==> config.mk <==
export PLATFORM = sky130hd
export DESIGN_NAME = uart_irq_ctrl
export DESIGN_NICKNAME = d
export VERILOG_FILES = /design/src/rtl/uart_irq_pkg.sv /design/src/rtl/uart_irq_levels.sv /design/src/rtl/uart_irq_live.sv /design/src/rtl/uart_irq_sticky.sv /design/src/rtl/uart_irq_mask.sv /design/src/rtl/uart_irq_ctrl.sv
export SDC_FILE = /design/constraint.sdc
export NUM_CORES = 1
export LEC_CHECK = 0
export CAP_MARGIN = 5
export CORE_MARGIN = 2
export CORE_UTILIZATION = 38
export CTS_CLUSTER_DIAMETER = 80
export DETAILED_ROUTE_END_ITERATION = 8
export MAX_ROUTING_LAYER = met4
export PLACE_DENSITY = 0.77
export SLEW_MARGIN = 15
export SYNTH_ARGS = -nofsm -noshare
export SYNTH_HDL_FRONTEND = slang
export SYNTH_SLANG_ARGS = --single-unit
==> constraint.sdc <==
create_clock -name clk -period 1.7 [get_ports clk]
set_input_delay 0.34 -clock clk [delete_from_list [all_inputs] [get_ports clk]]
set_output_delay 0.34 -clock clk [all_outputs]
set_load 0.1 [all_outputs]
==> src/rtl/uart_irq_pkg.sv <==
// Package: shared write-select encoding and bit positions for the UART
// interrupt status unit. Assumes 32-bit register words.
package uart_irq_pkg;
    localparam int unsigned REG_W = 32;

    typedef enum logic [2:0] {
        SEL_MASK_SET  = 3'd0,
        SEL_MASK_CLR  = 3'd1,
        SEL_MASK_RO   = 3'd2,
        SEL_STICKY_CL = 3'd3,
        SEL_RX_LVL    = 3'd4,
        SEL_TX_LVL    = 3'd5
    } wr_sel_e;

    // live condition word positions
    localparam int unsigned LV_RX_TRIG  = 0;
    localparam int unsigned LV_RX_EMPTY = 1;
    localparam int unsigned LV_RX_FULL  = 2;
    localparam int unsigned LV_TX_EMPTY = 3;
    localparam int unsigned LV_TX_FULL  = 4;
    localparam int unsigned LV_TX_TRIG  = 13;
    // sticky word positions that differ from the live word
    localparam int unsigned ST_RX_OVR   = 5;
    localparam int unsigned ST_RX_TMO   = 8;
    localparam int unsigned ST_TX_TRIG  = 10;
endpackage

==> src/rtl/uart_irq_levels.sv <==
// Module: threshold level registers for the receive and transmit sides.
// Assumes each write enable is a one-cycle strobe; both levels reset to RST_LVL.
module uart_irq_levels #(
    parameter int unsigned CNT_W   = 7,
    parameter int unsigned RST_LVL = 32
) (
    input  logic             clk,
    input  logic             rst_n,
    input  logic [1:0]       lvl_we,
    input  logic [CNT_W-1:0] lvl_data,
    output logic [CNT_W-1:0] rx_lvl,
    output logic [CNT_W-1:0] tx_lvl
);
    localparam logic [CNT_W-1:0] RST_V = CNT_W'(RST_LVL);

    logic [CNT_W-1:0] lvl_q [2];

    for (genvar g = 0; g < 2; g++) begin : g_lvl
        // load one level register on its write strobe
        always_ff @(posedge clk) begin
            if (!rst_n)
                lvl_q[g] <= RST_V;
            else if (lvl_we[g])
                lvl_q[g] <= lvl_data;
        end

        assert_level_load_R11 : assert property (@(posedge clk) disable iff (!rst_n)
            lvl_we[g] |=> (lvl_q[g] == $past(lvl_data)));
    end

    assign rx_lvl = lvl_q[0];
    assign tx_lvl = lvl_q[1];
endmodule

==> src/rtl/uart_irq_live.sv <==
// Module: combinational live condition word built from the FIFO counts and
// the threshold levels. Assumes the counts never exceed FIFO_DEPTH.
module uart_irq_live
    import uart_irq_pkg::*;
#(
    parameter int unsigned FIFO_DEPTH = 64,
    parameter int unsigned CNT_W      = 7
) (
    input  logic [CNT_W-1:0] rx_count,
    input  logic [CNT_W-1:0] tx_count,
    input  logic [CNT_W-1:0] rx_lvl,
    input  logic [CNT_W-1:0] tx_lvl,
    output logic [REG_W-1:0] live
);
    localparam logic [CNT_W-1:0] FULL_CNT = CNT_W'(FIFO_DEPTH);

    // assemble the condition bits at their fixed positions
    always_comb begin
        live              = '0;
        live[LV_RX_TRIG]  = (rx_count >= rx_lvl);
        live[LV_RX_EMPTY] = (rx_count == '0);
        live[LV_RX_FULL]  = (rx_count == FULL_CNT);
        live[LV_TX_EMPTY] = (tx_count == '0);
        live[LV_TX_FULL]  = (tx_count == FULL_CNT);
        live[LV_TX_TRIG]  = (tx_count >= tx_lvl);
    end
endmodule

==> src/rtl/uart_irq_sticky.sv <==
// Module: sticky interrupt status register. Live conditions and event pulses
// set bits; a write-one-to-clear removes them; a set beats a clear.
module uart_irq_sticky
    import uart_irq_pkg::*;
(
    input  logic             clk,
    input  logic             rst_n,
    input  logic [4:0]       live_low,
    input  logic             live_tx_trig,
    input  logic             rx_ovr,
    input  logic             rx_tmo,
    input  logic             clr_en,
    input  logic [REG_W-1:0] clr_data,
    output logic [REG_W-1:0] sticky
);
    logic [REG_W-1:0] set_vec;
    logic [REG_W-1:0] sticky_q;

    // map the hardware sources onto their sticky positions
    always_comb begin
        set_vec             = '0;
        set_vec[4:0]        = live_low;
        set_vec[ST_TX_TRIG] = live_tx_trig;
        set_vec[ST_RX_OVR]  = rx_ovr;
        set_vec[ST_RX_TMO]  = rx_tmo;
    end

    // clear first, then apply sets so the hardware set wins a collision
    always_ff @(posedge clk) begin
        if (!rst_n)
            sticky_q <= '0;
        else
            sticky_q <= (sticky_q & ~(clr_en ? clr_data : '0)) | set_vec;
    end

    assign sticky = sticky_q;

    assert_overrun_sets_R8 : assert property (@(posedge clk) disable iff (!rst_n)
        rx_ovr |=> sticky_q[ST_RX_OVR]);
    assert_timeout_sets_R8 : assert property (@(posedge clk) disable iff (!rst_n)
        rx_tmo |=> sticky_q[ST_RX_TMO]);
    assert_no_fall_R3 : assert property (@(posedge clk) disable iff (!rst_n)
        !clr_en |=> (($past(sticky_q) & ~sticky_q) == '0));
    assert_set_wins_R10 : assert property (@(posedge clk) disable iff (!rst_n)
        (clr_en && live_low[1]) |=> sticky_q[1]);
    assert_clear_R4 : assert property (@(posedge clk) disable iff (!rst_n)
        (clr_en && clr_data[9]) |=> !sticky_q[9]);
endmodule

==> src/rtl/uart_irq_mask.sv <==
// Module: interrupt mask with separate set and clear strobes, and the
// interrupt output. Assumes set and clear strobes are never high together.
module uart_irq_mask
    import uart_irq_pkg::*;
(
    input  logic             clk,
    input  logic             rst_n,
    input  logic             set_en,
    input  logic             clr_en,
    input  logic [REG_W-1:0] wr_data,
    input  logic [REG_W-1:0] sticky,
    output logic [REG_W-1:0] mask,
    output logic             irq
);
    logic [REG_W-1:0] mask_q;

    // update the mask only through its set and clear strobes
    always_ff @(posedge clk) begin
        if (!rst_n)
            mask_q <= '0;
        else if (set_en)
            mask_q <= mask_q | wr_data;
        else if (clr_en)
            mask_q <= mask_q & ~wr_data;
    end

    // raise the request while any enabled sticky bit is set
    always_comb irq = |(mask_q & sticky);

    assign mask = mask_q;

    assert_mask_set_R5 : assert property (@(posedge clk) disable iff (!rst_n)
        set_en |=> ((mask_q & $past(wr_data)) == $past(wr_data)));
    assert_mask_clr_R5 : assert property (@(posedge clk) disable iff (!rst_n)
        clr_en |=> ((mask_q & $past(wr_data)) == '0));
    assert_mask_hold_R6 : assert property (@(posedge clk) disable iff (!rst_n)
        !(set_en || clr_en) |=> $stable(mask_q));
endmodule

==> src/rtl/uart_irq_ctrl.sv <==
// Module: top of the UART interrupt status unit. Decodes the write strobe
// and wires the level registers, live condition logic, sticky status and mask.
// Assumes wr_en is a one-cycle strobe and the counts never exceed FIFO_DEPTH.
module uart_irq_ctrl
    import uart_irq_pkg::*;
#(
    parameter int unsigned FIFO_DEPTH = 64,
    parameter int unsigned RST_LVL    = 32,
    localparam int unsigned CNT_W     = $clog2(FIFO_DEPTH) + 1
) (
    input  logic             clk,
    input  logic             rst_n,
    input  logic [CNT_W-1:0] rx_count,
    input  logic [CNT_W-1:0] tx_count,
    input  logic             rx_overrun,
    input  logic             rx_timeout,
    input  logic             wr_en,
    input  logic [2:0]       wr_sel,
    input  logic [REG_W-1:0] wr_data,
    output logic [REG_W-1:0] live_status,
    output logic [REG_W-1:0] irq_status,
    output logic [REG_W-1:0] irq_mask,
    output logic [CNT_W-1:0] rx_level,
    output logic [CNT_W-1:0] tx_level,
    output logic             irq
);
    logic       mask_set_we;
    logic       mask_clr_we;
    logic       sticky_clr_we;
    logic [1:0] lvl_we;

    // decode the write selector into one strobe per target
    always_comb begin
        mask_set_we   = wr_en && (wr_sel == SEL_MASK_SET);
        mask_clr_we   = wr_en && (wr_sel == SEL_MASK_CLR);
        sticky_clr_we = wr_en && (wr_sel == SEL_STICKY_CL);
        lvl_we[0]     = wr_en && (wr_sel == SEL_RX_LVL);
        lvl_we[1]     = wr_en && (wr_sel == SEL_TX_LVL);
    end

    uart_irq_levels #(.CNT_W(CNT_W), .RST_LVL(RST_LVL)) u_levels (
        .clk      (clk),
        .rst_n    (rst_n),
        .lvl_we   (lvl_we),
        .lvl_data (wr_data[CNT_W-1:0]),
        .rx_lvl   (rx_level),
        .tx_lvl   (tx_level)
    );

    uart_irq_live #(.FIFO_DEPTH(FIFO_DEPTH), .CNT_W(CNT_W)) u_live (
        .rx_count (rx_count),
        .tx_count (tx_count),
        .rx_lvl   (rx_level),
        .tx_lvl   (tx_level),
        .live     (live_status)
    );

    uart_irq_sticky u_sticky (
        .clk          (clk),
        .rst_n        (rst_n),
        .live_low     (live_status[4:0]),
        .live_tx_trig (live_status[LV_TX_TRIG]),
        .rx_ovr       (rx_overrun),
        .rx_tmo       (rx_timeout),
        .clr_en       (sticky_clr_we),
        .clr_data     (wr_data),
        .sticky       (irq_status)
    );

    uart_irq_mask u_mask (
        .clk     (clk),
        .rst_n   (rst_n),
        .set_en  (mask_set_we),
        .clr_en  (mask_clr_we),
        .wr_data (wr_data),
        .sticky  (irq_status),
        .mask    (irq_mask),
        .irq     (irq)
    );

    assert_tx_trig_moves_R3 : assert property (@(posedge clk) disable iff (!rst_n)
        live_status[LV_TX_TRIG] |=> irq_status[ST_TX_TRIG]);
    assert_rx_full_sticks_R3 : assert property (@(posedge clk) disable iff (!rst_n)
        live_status[LV_RX_FULL] |=> irq_status[LV_RX_FULL]);
    assert_irq_needs_mask_R7 : assert property (@(posedge clk) disable iff (!rst_n)
        (irq_mask == '0) |-> !irq);
    assert_reset_clean_R9 : assert property (@(posedge clk)
        !rst_n |=> (irq_status == '0 || !$past(rst_n, 1) == 1'b0));
    assert_empty_excl_full_R1 : assert property (@(posedge clk) disable iff (!rst_n)
        !(live_status[LV_RX_EMPTY] && live_status[LV_RX_FULL]));
endmodule

# Word level (Yosys, flattened, before mapping)

Memories as Yosys holds them, arrays and structs flattened.
Index checks and enable logic that the tools add are counted.

Flip-flop bits (word level): 64
Bits in latches: 0
Bits in writable memories: 14
Memory bits (read-only): 0
Bits of input ports: 54
Output and inout bits: 111
Logic and storage cells: 42
Memories: 1

Memory list:

| memory         | depth | bits a word | read ports | clocked after memory_dff | wr ports | RTL line              | RTL |
|---|---|---|---|---|---|---|---|
| u_levels.lvl_q | 2     | 7           | 2          | 0                        | 2        | uart_irq_levels.sv:16 | `logic [CNT_W-1:0] lvl_q [2];` |

$add $sub $neg: 0
Multiply operators: 0
Div/mod/pow operators: 0
Order comparisons: 2
Equality and inequality tests: 6
Shift operators: 0
Mux-type cells: 12
Bitwise operators: 9
Reductions and logical operators: 10

Operator list:

| kind                 | count |
|---|---|
| $and A32 B32 Y32     | 3 |
| $mux W32             | 3 |
| $not A32 Y32         | 2 |
| $or A32 B11 Y32      | 1 |
| $or A32 B32 Y32      | 1 |
| $reduce_or A32 Y1    | 1 |
| $eq A7 B7 Y1 const B | 2 |
| $ge A7 B7 Y1         | 2 |
| $logic_not A7 Y1     | 2 |
| $mux W7              | 2 |
| $mux W1              | 7 |
| $eq A3 B3 Y1 const B | 2 |
| $logic_and A1 B1 Y1  | 5 |
| $eq A3 B1 Y1 const B | 1 |
| $eq A3 B2 Y1 const B | 1 |
| $logic_not A3 Y1     | 1 |
| $or A1 B1 Y1         | 2 |
| $reduce_bool A2 Y1   | 1 |

# Logic depth before layout (Yosys ltp)

Word-level depth: 6
Mapped depth: 7
Depth with buffers taken out: 6

# By module

From an unflattened synthesis, not the netlist that was laid out.

Cells, all modules: 386
Area, all modules: 3613.5 um2

Modules (own cells, without submodules):

| module          | instances | cells each | area an instance (um2) | sequential area each (um2) |
|---|---|---|---|---|
| uart_irq_mask   | 1         | 158        | 1398.8                 | 640.6 |
| uart_irq_sticky | 1         | 110        | 1008.5                 | 640.6 |
| uart_irq_live   | 1         | 82         | 610.6                  | 0.0 |
| uart_irq_levels | 1         | 31         | 533.0                  | 420.4 |
| uart_irq_ctrl   | 1         | 5          | 62.6                   | 0.0 |

# Worst setup path before layout

OpenSTA, ideal clock, no wires.

Path type: reg2out
Start: memory u_levels.lvl_q[0][2]
End: output live_status[0]
Arrival time: 3.027 ns
Required time: 1.360 ns
Slack: -1.667 ns
Cell stages (with the launch flop): 7
Path buffers: 0
Cell sequence: edfxtp_1 > inv_1 > ha_1 > nand2_1 > o21ai_0 > a221oi_1 > o21bai_1

RTL lines:

| element         | RTL line              | RTL |
|---|---|---|
| start, declared | uart_irq_levels.sv:16 |  |
| end, declared   | uart_irq_ctrl.sv:20   | `output logic [REG_W-1:0] live_status,` |

==> impl_metrics.ini <==
[layout]
fill_cells = 609
nets = 675
area_growth_pct = 96.4
seqCellArea_um2 = 1890
multi_input_area_um2 = 2010
fin_area_um2 = 7460
drive_gt1_frac = 0.614
antenna_cells = 0

[pwr]
p_per_area_nw_per_um2 = 676
intPower_uw = 3200
peakVddDrop_uv = 453
clkPwrFrac = 0.264
p_comb_frac = 0.353
pwr-share-seq = 0.383
p_sw_uw = 1850
switching_share = 0.367
p_leak_uw = 0.00304

[drt]
ant_nets = 0
viasPerCell = 5.06
drc_errors = 0
detail_route.iter0.violations = 107
dr.pass1.iters = 4
wire_per_inst_um = 17.8
drt-total-wl_um = 13300
vias = 3768

[worst_setup_path]
critPathTopFamily = simple AND/OR/NAND/NOR gates
cp.required_ns = 1.36
worstPathMaxFanout = 2
crit_path_top_delay_cell = or4_4
critPathBufInv = 2
crit_path_end_kind = output pin
cp-start-kind = flop
critPathMaxStageDelay_ns = 0.56
worstPathCellList = inv_1 -> ha_4 -> nand2_1 -> or4_4 -> nand2b_4 -> buf_12
critical_path_arrival_ns = 1.98
path_class = reg2out

[die]
rows = 36
fp.dieW_um = 104
coreArea_um2 = 9730
die-area_um2 = 10800
die_h_um = 104
boundaryPins = 165
floorplan.initialDensity = 0.391

[clock_tree]
clock_path_buffers = 2
cts_hold_buf = 0
htreeDepth = 3
cts.sinks = 78
cts_root_buf = clkbuf_8
cts.clk_slew.worst_paths_ns = 0.07
numCtsBuffers = 9
cts_tree = built
clkLatencyLatePin_ns = 0.34

[yosys]
synth_cell_type_count = 41
synth_flop_cell = dfxtp_1
synthAdderAreaFrac = 0.0461
yosys_register_bits = 78
yosys-top-cells-area = dfxtp_1 34%, a311oi_2 11%, edfxtp_1 11%
yosysTopAreaCellShare = 0.337
synth_compound_area_frac = 0.297
synth_edf_count = 14
mappedNetlistArea_um2 = 3800
synthMuxAreaShare = 0
seq_area_frac_synth = 0.448
synth_xor_area_frac = 0
syn_inst = 363
synth_top_family_by_area = compound AO/OA/AOI/OAI gates
yosys.area_share.simple = 0.0994
synth_largest_area_cell = dfxtp_1
postSynth.asyncResetShare = 0
ys_warn_count = 0
avgSynthCellArea_um2 = 10.5

[outcome]
violations = negative setup slack
status = finished with violations

[timing]
layout_setup_ws_ns = -0.618
drv_slew = 0
fmax_ghz = 0.431
period_needed_ns = 2.32
skew_ns = 0.0157
hold_ws_ns = 0.494
rsz0062_at_grt = yes
finalSetupViolCount = 4
setup_tns_ns = -1.81
hold_violations = 0
fin_crit_sh = 1.36

[global_route]
use_met3 = 0.0457
grt.overflow.total = 0
use_met1 = 0.279
busiest_layer = met2
grt_max_degree = 29
antenna_found_initial = 0
grt_pass1_wl_um = 20900
grt_pass1_vias = 4041
grt.total_usage = 0.249
met2_usage = 0.435

[placed_design]
dp.final_hpwl_um = 9890
pre_cts_ws_ns = -0.772
portBuffers = 138
placed_area_um2 = 7060
gp_congestion = 0.866

[worst_hold_path]
min_path_type = in2reg

[job]
drv_cap = 0
[routing by layer]
metal / part of all wire / wire, um
met4: 0.029 / 386
met5: 0 / 0
met3: 0.048 / 636
met2: 0.54 / 7130
met1: 0.39 / 5110
[Yosys cell counts (2+ instances only)]
cell type,number
o21a_1,4
clkbuf_1,4
dfxtp_1,64
buf_6,2
nor2_1,9
nand2b_1,3
edfxtp_1,14
nor4_1,2
buf_2,8
a22oi_1,16
buf_4,27
inv_1,15
o21ai_0,5
or3_1,2
a21oi_2,28
buf_1,5
a311oi_2,28
and2_1,12
a311oi_1,4
or4_1,2
and3_1,3
ha_1,14
buf_12,2
nand2_1,33
a21boi_1,4
nand4_1,4
a21oi_1,35
[power groups by stage]
stage                     Clock [uW]  Sequential, uW  Combinational [uW]
after detailed placement           0            1970                1710
after global placement             0            1970                1680
after floorplan                    0            2410                 638
after CTS                       1350            1930                1750
after global routing            1420            1940                1850
final                           1330            1930                1780
[path summary, 6_finish.rpt]
path | depth (start not counted) | to | startpoint | slack, ns
hold / removal | 3 | u_levels.lvl_q[1][5] | wr_sel[0] | 0.49
setup / recovery | 6 | live_status[13] | u_levels.lvl_q[1][4] | -0.62
setup reg to reg | 8 | u_sticky.sticky[10] | u_levels.lvl_q[1][4] | -0.26
hold reg to reg | 2 | u_sticky.sticky[8] | u_sticky.sticky[8] | 0.54
[logic make-up (layout without fill, tap and decap cells)]
kind of cell,count (synthesis),after routing
buf+inv,65,289
compound gates,130,130
other cells,1,26
simple gates,75,75
flops,78,78
fa+ha+maj,14,14
[through the flow]
stage                     utilization  instances  total power (uW)
after global routing            0.767        745              5210
after detailed placement        0.726        723              3690
after CTS                       0.757        742              5030
after global placement          0.726        723              3650
after floorplan                     -        388              3040
final                           0.767        745              5050
[final cells by class]
class,count,share of cell area
clock buffer,12,0.0181
clock inverter,4,0.00654
sequential,78,0.253
tap,133,0.0223
multi-input combinational,245,0.269
inverter,16,0.00805
timing repair buffer,257,0.423
[tightest hold or removal path, delay by kind of cell]
kind | cells | cell delay (ns)
buf+inv | 1 | 0.14
simple gates | 2 | 0.24
[repair_timing]
action                     in CTS  in global routing
hold endpoints to repair        0                  0
gates resized for setup        35                 25
pin swaps                      14                  9
gates cloned                    0                  0
buffers inserted                3                  4
setup endpoints to repair       9                 10
[placed cells by master (no fill, tap or decap), types with 5 or more instances in the layout]
| cell | Yosys | layout |
|---|---|---|
| a21oi_1 | 35 | 33 |
| a21oi_2 | 28 | 30 |
| a22oi_1 | 16 | 11 |
| a22oi_2 | 0 | 5 |
| a311oi_2 | 28 | 28 |
| and2_1 | 12 | 12 |
| buf_12 | 2 | 89 |
| buf_4 | 27 | 112 |
| clkbuf_2 | 0 | 5 |
| clkbuf_8 | 0 | 9 |
| clkdlybuf4s50_1 | 0 | 38 |
| conb_1 | 1 | 26 |
| dfxtp_2 | 0 | 22 |
| dfxtp_4 | 0 | 42 |
| edfxtp_1 | 14 | 14 |
| ha_1 | 14 | 9 |
| ha_4 | 0 | 5 |
| inv_1 | 15 | 13 |
| nand2_1 | 33 | 33 |
| nor2_1 | 9 | 6 |
No activity file was read; power rests on OpenSTA's default activity.
